`src/rtl/prot_pkg.sv`:
```
// Shared types for the status-register protection unit.
// Assumes: the block-protect code is two bits whose values the range decoder interprets.
package prot_pkg;

    typedef enum logic [1:0] {
        BP_NONE    = 2'b00,
        BP_QUARTER = 2'b01,
        BP_HALF    = 2'b10,
        BP_ALL     = 2'b11
    } bp_e;

    typedef struct packed {
        logic wpen;
        bp_e  bp;
    } prot_cfg_t;

    localparam int STAT_W      = 8;
    localparam int BIT_LOCKEN  = 7;
    localparam int BIT_BP_HI   = 3;
    localparam int BIT_BP_LO   = 2;
    localparam int BIT_WEN     = 1;

endpackage

```
`src/rtl/wen_latch.sv`:
```
// Write-enable latch.
// Set by the enable strobe and cleared by the disable strobe or at the end of any write cycle.
// Assumes: strobes are one-cycle pulses from the command decoder and are ignored while the sequencer is busy.
module wen_latch (
    input  logic clk,
    input  logic rst_n,
    input  logic set_req,
    input  logic clr_req,
    input  logic seq_busy,
    input  logic seq_done,
    output logic wen
);

    logic cmd_window;

    // Strobes count only when no write cycle is running or ending.
    always_comb cmd_window = !seq_busy && !seq_done;

    // Latch update: completion clears, then clear beats set.
    always_ff @(posedge clk) begin
        if (!rst_n) begin
            wen <= 1'b0;
        end else if (seq_done) begin
            wen <= 1'b0;
        end else if (cmd_window) begin
            if (clr_req) begin
                wen <= 1'b0;
            end else if (set_req) begin
                wen <= 1'b1;
            end
        end
    end

    assert_wen_clear_R3: assert property (@(posedge clk) disable iff (!rst_n)
        (seq_done || (clr_req && cmd_window)) |=> !wen);

    assert_busy_ignores_R4: assert property (@(posedge clk) disable iff (!rst_n)
        (seq_busy && !seq_done) |=> $stable(wen));

endmodule

```
`src/rtl/prot_regs.sv`:
```
// Protection fields of the status register, with a staging copy.
// An accepted status write fills the staging copy, and the next write-cycle completion commits it.
// Assumes: `allow` already folds in the write-enable latch and hardware lock.
module prot_regs
    import prot_pkg::*;
(
    input  logic       clk,
    input  logic       rst_n,
    input  logic       wr_req,
    input  logic [7:0] wr_byte,
    input  logic       allow,
    input  logic       seq_busy,
    input  logic       seq_done,
    output prot_cfg_t  cfg
);

    prot_cfg_t staged;
    logic      pending;
    logic      accept;

    // A status write is taken only when permitted and outside a write cycle.
    always_comb accept = wr_req && allow && !seq_busy && !seq_done;

    // Staging copy: capture the lock-enable and block-protect fields, drop the rest.
    always_ff @(posedge clk) begin
        if (!rst_n) begin
            staged  <= '0;
            pending <= 1'b0;
        end else if (seq_done) begin
            pending <= 1'b0;
        end else if (accept) begin
            staged.wpen <= wr_byte[BIT_LOCKEN];
            staged.bp   <= bp_e'(wr_byte[BIT_BP_HI:BIT_BP_LO]);
            pending     <= 1'b1;
        end
    end

    // Visible fields: factory state on reset, commit at cycle end.
    always_ff @(posedge clk) begin
        if (!rst_n) begin
            cfg <= '0;
        end else if (seq_done && pending) begin
            cfg <= staged;
        end
    end

    assert_commit_only_at_end_R6: assert property (@(posedge clk) disable iff (!rst_n)
        !seq_done |=> $stable(cfg));

    assert_denied_write_dropped_R5: assert property (@(posedge clk) disable iff (!rst_n)
        (!pending && !accept) |=> !pending);

endmodule

```
`src/rtl/range_check.sv`:
```
// Address-range decode for block protection.
// Reports whether an array address falls inside the region selected by the block-protect code.
// Assumes: the address covers the whole array, so the bounds are fractions of 2**ADDR_W.
module range_check
    import prot_pkg::*;
#(
    parameter int ADDR_W = 14
) (
    input  bp_e               bp,
    input  logic [ADDR_W-1:0] addr,
    output logic              hit
);

    localparam logic [ADDR_W-1:0] HALF_BASE    = ADDR_W'(1) << (ADDR_W - 1);
    localparam logic [ADDR_W-1:0] QUARTER_BASE = ADDR_W'(3) << (ADDR_W - 2);

    // Compare the address against the lower bound of the chosen region.
    always_comb begin
        unique case (bp)
            BP_NONE:    hit = 1'b0;
            BP_QUARTER: hit = (addr >= QUARTER_BASE);
            BP_HALF:    hit = (addr >= HALF_BASE);
            BP_ALL:     hit = 1'b1;
            default:    hit = 1'b1;
        endcase
    end

endmodule

```
`src/rtl/stat_protect_unit.sv`:
```
// Status-register write-protection unit.
// Holds the status byte and judges every status write and array write.
// Assumes: decoder strobes are one-cycle pulses, seq_busy is high for the whole internal write cycle,
// and seq_done pulses once at its end.
module stat_protect_unit
    import prot_pkg::*;
#(
    parameter int ADDR_W = 14
) (
    input  logic              clk,
    input  logic              rst_n,
    input  logic              wp_n,
    input  logic              op_wren,
    input  logic              op_wrdi,
    input  logic              op_wrsr,
    input  logic [7:0]        wr_byte,
    input  logic [ADDR_W-1:0] arr_addr,
    input  logic              seq_busy,
    input  logic              seq_done,
    output logic [7:0]        stat_byte,
    output logic              stat_wr_ok,
    output logic              arr_wr_ok
);

    logic      wen;
    logic      hw_lock;
    logic      in_block;
    prot_cfg_t cfg;

    wen_latch u_wen (
        .clk      (clk),
        .rst_n    (rst_n),
        .set_req  (op_wren),
        .clr_req  (op_wrdi),
        .seq_busy (seq_busy),
        .seq_done (seq_done),
        .wen      (wen)
    );

    prot_regs u_regs (
        .clk      (clk),
        .rst_n    (rst_n),
        .wr_req   (op_wrsr),
        .wr_byte  (wr_byte),
        .allow    (stat_wr_ok),
        .seq_busy (seq_busy),
        .seq_done (seq_done),
        .cfg      (cfg)
    );

    range_check #(.ADDR_W(ADDR_W)) u_range (
        .bp   (cfg.bp),
        .addr (arr_addr),
        .hit  (in_block)
    );

    // Permissions: the pin lock guards only the status fields, the range guards only the array.
    always_comb begin
        hw_lock    = !wp_n && cfg.wpen;
        stat_wr_ok = wen && !hw_lock;
        arr_wr_ok  = wen && !in_block;
    end

    // Read view: all ones during a write cycle, otherwise the packed fields.
    always_comb begin
        if (seq_busy) begin
            stat_byte = 8'hFF;
        end else begin
            stat_byte = {cfg.wpen, 3'b000, cfg.bp, wen, 1'b0};
        end
    end

    assert_arr_needs_wen_R7: assert property (@(posedge clk) disable iff (!rst_n)
        arr_wr_ok |-> u_wen.wen);

    assert_stat_needs_wen_R5: assert property (@(posedge clk) disable iff (!rst_n)
        !u_wen.wen |-> !stat_wr_ok);

    assert_full_block_R8: assert property (@(posedge clk) disable iff (!rst_n)
        (u_regs.cfg.bp == BP_ALL) |-> !arr_wr_ok);

endmodule

```
`config.mk`:
```
export PLATFORM = sky130hd
export DESIGN_NAME = stat_protect_unit
export DESIGN_NICKNAME = d
export VERILOG_FILES = /design/src/rtl/prot_pkg.sv /design/src/rtl/wen_latch.sv /design/src/rtl/prot_regs.sv /design/src/rtl/range_check.sv /design/src/rtl/stat_protect_unit.sv
export SDC_FILE = /design/constraint.sdc
export NUM_CORES = 1
export LEC_CHECK = 0
export BUFFER_PORTS_ARGS = -buffer_cell sky130_fd_sc_hd__buf_2
export CAP_MARGIN = 20
export CORE_AREA = 2 2 39 41
export CTS_CLUSTER_DIAMETER = 60
export DETAILED_ROUTE_END_ITERATION = 10
export DIE_AREA = 0 0 41 43
export HOLD_SLACK_MARGIN = 0.03
export PLACE_DENSITY_LB_ADDON = 0.12
export SYNTH_ARGS = -nofsm -noshare
export SYNTH_HDL_FRONTEND = slang
export SYNTH_SLANG_ARGS = --single-unit
```
`constraint.sdc`:
```
create_clock -name clk -period 1.8 [get_ports clk]
set_input_delay 0.09 -clock clk [delete_from_list [all_inputs] [get_ports clk]]
set_output_delay 0.09 -clock clk [all_outputs]
set_load 0.05 [all_outputs]
```
==> flow_metrics.py, run 1 <==
metrics = {
    "power": {
        "power.switching_mw": 0.1172,
        "power.leakage_nw": 0.2598,
        "peakVddDrop_v": 0.0002838,
        "fin_total_pwr_mw": 0.3960,
        "intPower_mw": 0.2788,
        "p_per_area_mw_per_mm2": 751.8,
        "p_seq_share_pct": 45.3,
        "power_frac_clock_pct": 33.7,
        "combPwrFrac_pct": 21.0,
        "switching_share_pct": 29.59,
    },
    "clock_tree": {
        "post-cts-setup-buffers": 0,
        "cts.sinks": 8,
        "cts-root-buf": "clkbuf_4",
        "cts_resized": 0,
        "clock_latency_ns": 0.25,
        "cts_tree": "done",
        "cts_buffers": 3,
        "h-tree-depth": 1,
        "clk_pin_slew_ns": 0.05,
        "cts.path.max_buffers": 2,
    },
    "place": {
        "portBuffers": 22,
        "place.gp.congestion": 0.6875,
        "placed_area_um2": 494.2,
        "hpwlAfterDp_um": 633.1,
    },
    "route": {
        "ant_nets": 0,
        "routed_via_density": 4.575,
        "wl_per_cell_um": 9.586,
        "drt-total-wl_um": 834,
        "drt_first_pass_iters": 4,
        "drtIter0Drc": 5,
        "vias": 398,
        "drcViolationCount": 0,
    },
    "critical_path": {
        "rr_worst_depth": 3,
        "critical_path.max_stage_delay_ns": 0.33,
        "r2r-end": "u_regs.pending$_SDFFE_PP0P_",
        "crit_fanout": 4,
        "reg2reg_from": "u_regs.cfg[2]$_SDFFE_PN0P_",
        "cp-start-kind": "register",
        "r2r_setup_slack_ns": 0.78,
        "worstSetupEndpointType": "output pin",
        "crit_start": "u_regs.cfg[1]$_SDFFE_PN0P_",
        "path_delay_family": "flip-flops",
        "cp.arrival_ns": 1.12,
        "path_cells": "a21o_1 -> a21oi_1 -> buf_2",
        "crit_type": "reg2out",
        "cp.required_ns": 1.71,
        "crit_slowest_cell": "dfxtp_1",
        "cp_num_buf_inv": 1,
    },
    "global_routing": {
        "grt_use_met3_pct": 3.141,
        "grt_util_met1_pct": 11.73,
        "grt_usage_pct": 10.89,
        "busiest_layer": "met2",
        "grt_pass1_vias": 337,
        "antenna_found_initial": 0,
        "grt_pass1_wl_um": 1283,
        "grt_overflow_total": 0,
        "use_met2_pct": 16.88,
        "grt_max_degree": 10,
    },
    "synthesis": {
        "yosys.area_share.adder_pct": 0,
        "ys_seq_area_share_pct": 39.88,
        "post_synth_num_cell_types": 15,
        "synth_mux_area_share_pct": 7.477,
        "synth_fp_nets": 80,
        "syn_avg_cell_area_um2": 8.033,
        "yosys_warnings": 0,
        "yosysTopAreaCell": "dfxtp_1",
        "synthSimpleGateAreaFrac_pct": 21.50,
        "syn_area_um2": 401.6,
        "synth_top_family_by_area": "simple AND/OR/NAND/NOR gates",
        "yosys.area.top_type_share_pct": 39.88,
        "synth_xor_area_share_pct": 0,
        "synthTopCellsByArea": "dfxtp_1 40%, nand2_1 12%, buf_4 9.3%",
        "synth_compound_area_share_pct": 18.07,
        "syn_inst": 50,
        "ys_ff_latch": 8,
    },
    "hold_path": {
        "hp-start": "wr_byte[2]",
        "min_path_cells": 3,
        "hold-path-endpoint": "u_regs.staged[0]$_SDFFE_PN0P_",
        "min_path_type": "in2reg",
    },
    "finish": {
        "final_area_um2": 526.8,
        "seq_area_um2": 160.2,
        "final_common_cell": "buf_2",
        "drive_gt1_share_pct": 42.25,
        "multi_input_area_um2": 188.9,
        "final_cell_mix": "22 x buf_2, 13 x nand2_1, 8 x dfxtp_1",
        "nets": 103,
        "nFillCells": 157,
        "area.growth.synth_to_final_pct": 31.15,
        "antenna_cells": 0,
    },
    "floorplanning": {
        "core_area_mm2": 0.001384,
        "chipHeight_um": 43,
        "io_pins": 40,
        "start_util_pct": 29.02,
        "die_w_um": 41,
        "rows": 14,
        "die-area_mm2": 0.001763,
    },
    "sta": {
        "max_freq_mhz": 826.6,
        "slew_headroom_pct": 79.63,
        "maxSlewViolCount": 0,
        "finalCriticalPeriod_ns": 1.210,
        "fin_skew_ns": 0.0004976,
        "hold-worst-slack_ns": 0.08132,
        "setup_viol": 0,
        "grt_setup_unrepaired": "no",
        "fin_tns_setup_ns": 0,
        "post-route-period-util_pct": 67.21,
        "hold_viol": 0,
        "tightest_slew_ns": 0.3047,
    },
    "run_status": {
        "outcome": "complete, no violations",
    },
    "flow_run": {
        "max-cap-violations": 0,
    },
}
## stage by stage
stage,util (%),cells,setup slack (ns)
after floorplan,-,50,0.4744
after global placement,35.71,83,0.7725
after detailed placement,35.71,83,0.7857
after CTS,38.07,87,0.5728
after global routing,38.07,87,0.5166
final,38.07,87,0.5902
## power by group through the flow
stage               registers (mW)  logic [mW]  clock network [mW]
floorplan                    0.183      0.0622                   0
global placement             0.183      0.0818                   0
detailed placement           0.183      0.0817                   0
CTS                          0.179      0.0836               0.141
global route                 0.179      0.0905               0.149
finish                       0.179      0.0831               0.134
## area by class of cell
| cell class | count | share of cell area [%] |
|---|---|---|
| timing repair buffer | 23 | 22.80 |
| tap | 16 | 3.800 |
| inverter | 4 | 2.850 |
| multi-input combinational | 33 | 35.87 |
| clock buffer | 3 | 4.276 |
| sequential | 8 | 30.40 |
## worst min-delay path, cell delays in order
cell and delay, ns:
buf_2 0.09, nand2_1 0.04, mux2i_1 0.05
## worst max path at each step
stage,to,slack (ns),cells after the start
6_report,arr_wr_ok,0.59,3
3_5_place_dp,u_regs.pending$_SDFFE_PP0P_,0.79,3
5_1_grt,arr_wr_ok,0.52,3
4_1_cts,arr_wr_ok,0.57,3
2_1_floorplan,arr_wr_ok,0.47,2
3_3_place_gp,u_regs.pending$_SDFFE_PP0P_,0.77,3
## metal layers
| metal | wire length, um | share of wire (%) |
|---|---|---|
| met5 | 0 | 0 |
| met4 | 6 | 0.72 |
| met3 | 77 | 9.2 |
| met2 | 372 | 45 |
| met1 | 377 | 45 |
## Yosys cell counts (all sizes together)
library cell,number
nand2,13
dfxtp,8
mux2i,3
or2,3
o2111a,1
nor2,1
buf,5
a21o,1
nand3,3
a2111oi,1
o21a,1
a21oi,5
o211a,1
inv,4
## sequential cells by signal (all words and copies together) (netlist names)
| name | cells |
|---|---|
| u_regs.pending | 1 |
| u_wen.wen | 1 |
| u_regs.cfg | 3 |
| u_regs.staged | 3 |
## kinds of logic (layout without fill, tap and decap cells)
group	after synthesis	in the layout
AND/OR/NAND/NOR	20	20
AO/OA/AOI/OAI	10	10
buffers and inverters	9	30
flip-flops	8	8
multiplexers	3	3
## timing repair
item	CTS	global route
setup endpoints to repair	0	0
hold buffers	1	0
hold endpoints to repair	1	0
Note: power is estimated with default switching activity, not from simulation.
==> run 2: changes to the inputs <==
==> constraint.sdc (replaced) <==
create_clock -name clk -period 1.2 [get_ports clk]
set_input_delay 0.06 -clock clk [delete_from_list [all_inputs] [get_ports clk]]
set_output_delay 0.06 -clock clk [all_outputs]
set_load 0.05 [all_outputs]
==> flow_metrics.py, run 2 (same netlist as run 1, synthesis figures left out) <==
metrics = {
    "critical_path": {
        "cp_num_buf_inv": 1,
        "path_cells": "or2_2 -> buf_4",
        "worstSetupEndpointType": "output pin",
        "cp-start-kind": "register",
        "cp.required_ns": 1.14,
        "cp.arrival_ns": 1.08,
        "crit_fanout": 5,
        "path_delay_family": "flip-flops",
        "crit_type": "reg2out",
        "critical_path.max_stage_delay_ns": 0.34,
        "crit_slowest_cell": "dfxtp_1",
    },
    "route": {
        "ant_nets": 0,
        "drt_first_pass_iters": 2,
        "drtIter0Drc": 5,
        "wl_per_cell_um": 9.264,
        "drcViolationCount": 0,
        "vias": 401,
        "drt-total-wl_um": 806,
        "routed_via_density": 4.609,
    },
    "global_routing": {
        "grt_overflow_total": 0,
        "grt_max_degree": 10,
        "antenna_found_initial": 0,
        "grt_pass1_wl_um": 1214,
        "grt_pass1_vias": 312,
        "grt_usage_pct": 10.60,
    },
    "floorplanning": {
        "start_util_pct": 29.02,
        "io_pins": 40,
        "rows": 14,
        "die-area_mm2": 0.001763,
        "core_area_mm2": 0.001384,
        "die_w_um": 41,
        "chipHeight_um": 43,
    },
    "power": {
        "switching_share_pct": 29.14,
        "combPwrFrac_pct": 21.4,
        "p_seq_share_pct": 45.4,
        "power.leakage_nw": 0.2602,
        "fin_total_pwr_mw": 0.5928,
        "intPower_mw": 0.4201,
        "peakVddDrop_v": 0.0005819,
        "power_frac_clock_pct": 33.3,
        "power.switching_mw": 0.1728,
        "p_per_area_mw_per_mm2": 1107,
    },
    "sta": {
        "max_freq_mhz": 880.7,
        "fin_tns_setup_ns": 0,
        "tightest_slew_ns": 0.2829,
        "finalCriticalPeriod_ns": 1.135,
        "post-route-period-util_pct": 94.62,
        "slew_headroom_pct": 81.09,
        "hold_viol": 0,
        "setup_viol": 0,
        "fin_skew_ns": 0.003548,
        "maxSlewViolCount": 0,
        "grt_setup_unrepaired": "no",
    },
    "clock_tree": {
        "post-cts-setup-buffers": 0,
        "cts_tree": "done",
        "clock_latency_ns": 0.25,
        "cts.sinks": 8,
        "cts_buffers": 3,
        "cts.path.max_buffers": 2,
        "cts-root-buf": "clkbuf_4",
        "h-tree-depth": 1,
        "clk_pin_slew_ns": 0.05,
    },
    "finish": {
        "antenna_cells": 0,
        "nets": 103,
        "drive_gt1_share_pct": 43.66,
        "top_regs": "u_regs.cfg: 3 flops, u_regs.staged: 3 flops",
        "seq_area_um2": 160.2,
        "final_cell_mix": "20 x buf_2, 13 x nand2_1, 8 x dfxtp_1",
        "area.growth.synth_to_final_pct": 33.33,
        "nFillCells": 164,
        "final_common_cell": "buf_2",
        "layout.cells.non_filler": 87,
        "multi_input_area_um2": 192.7,
    },
    "run_status": {
        "outcome": "complete, no violations",
    },
    "place": {
        "place.gp.congestion": 0.6789,
        "place_inst": 83,
        "portBuffers": 22,
        "hpwlAfterDp_um": 641.5,
    },
    "flow_run": {
        "max-cap-violations": 0,
    },
    "hold_path": {
        "min_path_type": "in2reg",
    },
}
==> run 2: cell counts in the layout (fill, tap and decap cells not counted) <==
No cell type changed its count.
==> run 2: layout make-up <==
type / instances / share of cell area (%)
Clock buffer: 3 / 4.206
Inverter: 4 / 2.804
Multi-Input combinational cell: 33 / 35.98
Sequential cell: 8 / 29.91
Tap cell: 16 / 3.738
Timing Repair Buffer: 23 / 23.36
==> run 2: metrics by stage <==
stage	hold slack [ns]	instance area [um2]	util (%)	setup WS [ns]
3_3_place_gp	0.2555	498.0	35.99	0.1855
3_5_place_dp	0.2569	498.0	35.99	0.1823
2_1_floorplan	0.1368	405.4	-	0.2010
6_report	0.05855	535.5	38.70	0.06460
5_1_grt	0.05943	535.5	38.70	0.0005332
4_1_cts	0.05208	533.0	38.52	0.02935
==> run 2: worst paths after layout <==
| check | startpoint | to | slack (ns) | depth (start not counted) |
|---|---|---|---|---|
| setup / recovery | u_wen.wen$_SDFFE_PP0P_ | stat_byte[1] | 0.06 | 2 |
| hold / removal | wr_byte[2] | u_regs.staged[0]$_SDFFE_PN0P_ | 0.06 | 3 |
| setup reg to reg | u_regs.cfg[2]$_SDFFE_PN0P_ | u_regs.pending$_SDFFE_PP0P_ | 0.19 | 3 |
| hold reg to reg | u_regs.cfg[2]$_SDFFE_PN0P_ | u_regs.cfg[2]$_SDFFE_PN0P_ | 0.45 | 2 |
==> run 2: routing by layer <==
| layer | vias up | global-route usage [%] | share of wire (%) |
|---|---|---|---|
| met2 | 18 | 14.37 | 43 |
| met4 | 0 | 8.000 | 2.9 |
| met3 | 4 | 4.712 | 9.9 |
| li1 | 209 | - | - |
| met1 | 170 | 12.42 | 44 |
| met5 | - | 0 | 0 |
==> run 2: power by group through the flow <==
| stage | clock [mW] | combinational, mW | sequential (mW) |
|---|---|---|---|
| floorplan | 0 | 0.0940 | 0.274 |
| global placement | 0 | 0.123 | 0.275 |
| detailed placement | 0 | 0.123 | 0.275 |
| CTS | 0.208 | 0.127 | 0.269 |
| global route | 0.225 | 0.138 | 0.269 |
| finish | 0.197 | 0.127 | 0.269 |
==> run 2: worst register-to-register path: cells and delay by family (launching register included) <==
kind | cells | cell delay, ns
AO/OA/AOI/OAI | 2 | 0.52
buffers and inverters | 1 | 0.07
flip-flops | 1 | 0.32
==> run 2: repair_timing <==
action / 4_1_cts / 5_1_grt
hold buffers: 1 / 0
endpoints found under the hold margin: 1 / 0
endpoints found under the setup margin: 1 / 1
gates cloned: 0 / 0
gates resized for setup: 1 / 2
